==> config.mk <==
export PLATFORM = sky130hd
export DESIGN_NAME = scf_clkgen
export DESIGN_NICKNAME = d
export VERILOG_FILES = /design/src/rtl/scf_clkgen_pkg.sv /design/src/rtl/scf_cfg_reg.sv /design/src/rtl/scf_prediv.sv /design/src/rtl/scf_phase_gen.sv /design/src/rtl/scf_clkgen.sv
export SDC_FILE = /design/constraint.sdc
export NUM_CORES = 1
export LEC_CHECK = 0
export BUFFER_PORTS_ARGS = -buffer_cell sky130_fd_sc_hd__buf_2
export CAP_MARGIN = 5
export CORE_MARGIN = 8
export CORE_UTILIZATION = 29
export CTS_CLUSTER_DIAMETER = 150
export DETAILED_ROUTE_END_ITERATION = 10
export PLACE_DENSITY = 0.47
export SYNTH_ARGS = -nofsm -noshare
export SYNTH_HDL_FRONTEND = slang
export SYNTH_HIERARCHICAL = 1
export SYNTH_SLANG_ARGS = --single-unit
==> constraint.sdc <==
create_clock -name clk_i -period 7.2 [get_ports clk_i]
set_clock_uncertainty 0.2 [all_clocks]
set_input_delay 1.08 -clock clk_i [delete_from_list [all_inputs] [get_ports clk_i]]
set_output_delay 1.08 -clock clk_i [all_outputs]
set_load 0.1 [all_outputs]
==> src/rtl/scf_clkgen_pkg.sv <==
`timescale 1ns/1ps
package scf_clkgen_pkg;
    localparam int                 SCF_ADDR_W   = 7;
    localparam int                 SCF_DATA_W   = 8;
    localparam int                 SCF_DIV_W    = 6;
    localparam int                 SCF_NPH      = 4;
    localparam logic [SCF_ADDR_W-1:0] SCF_CFG_ADDR = 7'h08;
endpackage

==> src/rtl/scf_cfg_reg.sv <==
`timescale 1ns/1ps
module scf_cfg_reg #(
    parameter int                ADDR_W   = 7,
    parameter int                DATA_W   = 8,
    parameter int                DIV_W    = 6,
    parameter logic [ADDR_W-1:0] CFG_ADDR = 7'h08
) (
    input  logic              clk_i,
    input  logic              rst_ni,
    input  logic              wr_en_i,
    input  logic [ADDR_W-1:0] wr_addr_i,
    input  logic [DATA_W-1:0] wr_data_i,
    input  logic [ADDR_W-1:0] rd_addr_i,
    output logic [DATA_W-1:0] rd_data_o,
    output logic [DIV_W-1:0]  div_o,
    output logic              x2_o
);
    localparam int PAD_W = DATA_W - DIV_W - 2;

    typedef struct packed {
        logic             x2;
        logic [DIV_W-1:0] div;
    } cfg_t;

    cfg_t cfg_d, cfg_q;

    always_comb begin
        cfg_d = cfg_q;
        if (wr_en_i && (wr_addr_i == CFG_ADDR)) begin
            cfg_d.x2  = wr_data_i[DIV_W];
            cfg_d.div = wr_data_i[DIV_W-1:0];
        end
    end

    always_ff @(posedge clk_i or negedge rst_ni) begin
        if (!rst_ni) cfg_q <= '0;
        else         cfg_q <= cfg_d;
    end

    generate
        if (PAD_W > 0) begin : g_pad
            assign rd_data_o = (rd_addr_i == CFG_ADDR)
                             ? {1'b1, {PAD_W{1'b0}}, cfg_q.x2, cfg_q.div}
                             : '0;
        end else begin : g_nopad
            assign rd_data_o = (rd_addr_i == CFG_ADDR)
                             ? {1'b1, cfg_q.x2, cfg_q.div}
                             : '0;
        end
    endgenerate

    assign div_o = cfg_q.div;
    assign x2_o  = cfg_q.x2;
endmodule

==> src/rtl/scf_prediv.sv <==
`timescale 1ns/1ps
module scf_prediv #(
    parameter int DIV_W = 6
) (
    input  logic             clk_i,
    input  logic             rst_ni,
    input  logic [DIV_W-1:0] div_i,
    input  logic             x2_i,
    output logic             start_o,
    output logic             step_o,
    output logic             halt_o,
    output logic [DIV_W-1:0] cnt_o,
    output logic [DIV_W-1:0] ratio_o
);
    localparam logic [DIV_W-1:0] ONE = {{(DIV_W-1){1'b0}}, 1'b1};

    typedef struct packed {
        logic             run;
        logic [DIV_W-1:0] cnt;
        logic [DIV_W-1:0] ratio;
    } div_st_t;

    div_st_t st_d, st_q;
    logic [DIV_W-1:0] eff_ratio;
    logic             end_cyc;

    always_comb begin
        eff_ratio = (x2_i && (div_i > ONE)) ? (div_i >> 1) : div_i;
        end_cyc   = !st_q.run || (st_q.cnt == (st_q.ratio - ONE));
        st_d      = st_q;
        start_o   = 1'b0;
        step_o    = 1'b0;
        halt_o    = 1'b0;
        if (end_cyc) begin
            st_d.cnt   = '0;
            st_d.ratio = eff_ratio;
            st_d.run   = (eff_ratio != '0);
            if (st_q.run) begin
                step_o = (eff_ratio != '0);
                halt_o = (eff_ratio == '0);
            end else begin
                start_o = (eff_ratio != '0);
            end
        end else begin
            st_d.cnt = st_q.cnt + ONE;
        end
    end

    always_ff @(posedge clk_i or negedge rst_ni) begin
        if (!rst_ni) st_q <= '0;
        else         st_q <= st_d;
    end

    assign cnt_o   = st_q.cnt;
    assign ratio_o = st_q.ratio;
endmodule

==> src/rtl/scf_phase_gen.sv <==
`timescale 1ns/1ps
module scf_phase_gen #(
    parameter int NPH = 4
) (
    input  logic           clk_i,
    input  logic           rst_ni,
    input  logic           start_i,
    input  logic           step_i,
    input  logic           halt_i,
    output logic [NPH-1:0] phase_o,
    output logic           vld_o
);
    localparam logic [NPH-1:0] FIRST = {{(NPH-1){1'b0}}, 1'b1};

    typedef struct packed {
        logic           vld;
        logic [NPH-1:0] ph;
    } ph_st_t;

    ph_st_t st_d, st_q;

    always_comb begin
        st_d = st_q;
        if (halt_i) begin
            st_d = '0;
        end else if (start_i) begin
            st_d.vld = 1'b1;
            st_d.ph  = FIRST;
        end else if (step_i) begin
            st_d.ph = {st_q.ph[NPH-2:0], st_q.ph[NPH-1]};
        end
    end

    always_ff @(posedge clk_i or negedge rst_ni) begin
        if (!rst_ni) st_q <= '0;
        else         st_q <= st_d;
    end

    assign phase_o = st_q.ph;
    assign vld_o   = st_q.vld;
endmodule

==> src/rtl/scf_clkgen.sv <==
`timescale 1ns/1ps
module scf_clkgen
    import scf_clkgen_pkg::*;
#(
    parameter int                ADDR_W   = SCF_ADDR_W,
    parameter int                DATA_W   = SCF_DATA_W,
    parameter int                DIV_W    = SCF_DIV_W,
    parameter int                NPH      = SCF_NPH,
    parameter logic [ADDR_W-1:0] CFG_ADDR = SCF_CFG_ADDR
) (
    input  logic              clk_i,
    input  logic              rst_ni,
    input  logic              wr_en_i,
    input  logic [ADDR_W-1:0] wr_addr_i,
    input  logic [DATA_W-1:0] wr_data_i,
    input  logic [ADDR_W-1:0] rd_addr_i,
    output logic [DATA_W-1:0] rd_data_o,
    output logic [NPH-1:0]    phase_o,
    output logic              phase_vld_o
);
    logic [DIV_W-1:0] cfg_div;
    logic             cfg_x2;
    logic             div_start, div_step, div_halt;
    logic [DIV_W-1:0] div_cnt, div_ratio;

    scf_cfg_reg #(
        .ADDR_W(ADDR_W), .DATA_W(DATA_W), .DIV_W(DIV_W), .CFG_ADDR(CFG_ADDR)
    ) u_cfg (
        .clk_i(clk_i), .rst_ni(rst_ni),
        .wr_en_i(wr_en_i), .wr_addr_i(wr_addr_i), .wr_data_i(wr_data_i),
        .rd_addr_i(rd_addr_i), .rd_data_o(rd_data_o),
        .div_o(cfg_div), .x2_o(cfg_x2)
    );

    scf_prediv #(.DIV_W(DIV_W)) u_prediv (
        .clk_i(clk_i), .rst_ni(rst_ni),
        .div_i(cfg_div), .x2_i(cfg_x2),
        .start_o(div_start), .step_o(div_step), .halt_o(div_halt),
        .cnt_o(div_cnt), .ratio_o(div_ratio)
    );

    scf_phase_gen #(.NPH(NPH)) u_phase (
        .clk_i(clk_i), .rst_ni(rst_ni),
        .start_i(div_start), .step_i(div_step), .halt_i(div_halt),
        .phase_o(phase_o), .vld_o(phase_vld_o)
    );
endmodule

==> impl_results.md <==
* Final Hold Vio Count at 0
* IO buf count at 36
* Final setup violation count at 0
* Slew headroom at a little under three fifths
* Drt pass-1 iters at 4
* Total grt overflow at 0
* Clock share of power at between 10% and 20%
* Area grow syn2layout at 19.9%
* Yosys warnings at 6
* Hold Crit Start: u_phase/vld_o
* Largest stage delay on the critical path at 530 ps
* Clock sink count at 25
* Highest metal used: met4
* Chip width at about 84 um
* Clock latency at the later pin of the worst-skew pair at roughly 260 ps
* Status: finished, final reports clean
* DR vias at ~1000
* Slowest CP cell: or4b_4
* Postcts setup bufs at 0
* I/O pin count at 38
* CP Max Fanout at 8
* Vias in the first global route at 1043
* Hold-fix buffers, CTS at 0
* Maximum clock path buffer count at 2
* H-tree levels at 1
* Nets at roughly 180
* First-pass GRT wire length at slightly below 5000 um
* Core Footprint at roughly 4600 um2
* Unrepaired setup endpoints after global routing: no
* Antenna violations before repair at 0
* Power per standard cell area at about 350 nW/um2
* Die ar. at 7090 um2
* Post-route ant nets at 0
* Final period util at 54.2%
* PostCTS Resize Cnt at 0
* Largest net degree at the start of global routing at 26
* Die H at approximately 84 um
* Crit path kind: in2out
* CTS tree: done
* Final GP Congestion at 0.729
* Worst EP arrival at ~2600 ps
* Max Clock Freq at 256 MHz
* Switching Fraction at approximately two fifths
* Rows at 25
* Most common cell on crit path: buf_2
* Time the worst path needs with I/O delays and setup at 3900 ps
* Cells after Synth at roughly 120
* Worst VDD drop at about 110 uV
* DP Wirelength at ~2200 um
* Syn nets at around 140
* Layout cells sized above 1 at 39.0%
* Routed wl met3 at 146 um
* Sequential power share at ~39%
* Synthesized area per cell at 11.5 um2
* Critical Path End Type: output pin
* Internal power at 333 uW
* Reg clk slew, reported paths at approximately 90 ps
* Leak Pwr at between 0.7 and 0.8 nW
* Number of max-cap violations at 0
* Hold WS at 305 ps
* TritonCTS buffer count at 3
* Met2 WL at approximately 1400 um
* Setup TNS at 0 ps
* Design Power at roughly 570 uW
* Worst Setup SP: rd_addr_i[4]
* Vias/cell at between 4 and 5
* Total wire length at roughly 2900 um
* DRC at 0
* Final Slew Violations at 0
* R2r startpoint: u_prediv/ratio_o[0]
* Crit start category: primary input
* Total track usage at a little over 8%
* Antenna fix cells at 0
* Hold Crit Class: reg2reg
* Root Buffer: clkbuf_8
* Number of DRC markers in iteration 0 at 28
* Initial Util at around 29%
* CP cell instances: buf_2 -> or4b_4 -> nor4_4 -> and2_1 -> buf_2
* Worst EP required at 5920 ps
* Synthesized area at 1350 um2
* DRT met1 WL at 1290 um
* Worst slew pin tran at ~650 ps
* Logic gate share of total power at between 40% and 50%
* Switching power at 241 uW
* DR WL/cell at 13.8 um
[worst max-delay path: cells and delay by family]
| family | cells | cell delay (ps) |
|---|---|---|
| simple gates | 3 | 1010 |
| buf+inv | 2 | 510 |
[placed cells by master (no fill, tap or decap), drive strengths merged, types with 2 or more instances in the layout]
cell and n:
mux2 14, or4 2, nor3 6, buf 36, mux2i 7, dfrtp 25, xor2 2, xnor2 9
nor2 11, inv 4, nand2 5, clkbuf 4, ha 2, nor4b 3, nand3 2, and2 7
a21oi 2
[stage by stage]
step           setup slack (ps)  utilization, %  instances  cell area [um2]
5_1_grt                    3190            35.2        208             1620
3_3_place_gp               3310            34.2        204             1570
3_5_place_dp               3280            34.2        204             1570
2_1_floorplan              2320               -        117             1350
6_report                   3300            35.2        208             1620
4_1_cts                    3280            35.2        208             1620
[per-layer routing]
metal / track usage [%] / vias to the layer above
li1: - / 481
met1: 9.67 / 471
met2: 13.2 / 25
met3: 2.32 / 2
met4: 3.30 / 0
met5: 0 / -
[area by class of cell]
cell class / instances / area (um2)
Clock buffer: 4 / 45.0
Timing Repair Buffer: 36 / 180
Multi-Input combinational cell: 85 / 686
Tap cell: 54 / 67.6
Sequential cell: 25 / 626
Fill cell: 472 / 2980
Inverter: 4 / 15.0
[flip-flops by register name, summed over array words and instances, names as in the netlist]
signal	cells
u_phase/vld_o	1
u_prediv/st_q	1
u_cfg/div_o	6
u_phase/phase_o	4
u_prediv/cnt_o	6
u_cfg/x2_o	1
u_prediv/ratio_o	6
[power groups by stage]
stage	Sequential (mW)	Combinational (mW)	Clock, mW
after floorplan	0.260	0.187	0
after global placement	0.226	0.261	0
after detailed placement	0.228	0.267	0
after CTS	0.225	0.269	0.0883
after global routing	0.231	0.289	0.0958
final	0.224	0.266	0.0835
[worst paths after layout]
| path | end | slack (ps) | depth (start not counted) |
|---|---|---|---|
| worst max-delay path | rd_data_o[5] | 3300 | 5 |
| worst min-delay path | u_phase/vld_o | 310 | 2 |
| worst max register to register | u_prediv/ratio_o[5] | 4340 | 6 |
| worst min register to register | u_phase/vld_o | 310 | 2 |
| max in group asynchronous | u_cfg/div_o[4] | 5830 | 1 |
| min in group asynchronous | u_phase/phase_o[0] | 600 | 1 |
No activity file was read; power rests on OpenSTA's default activity.
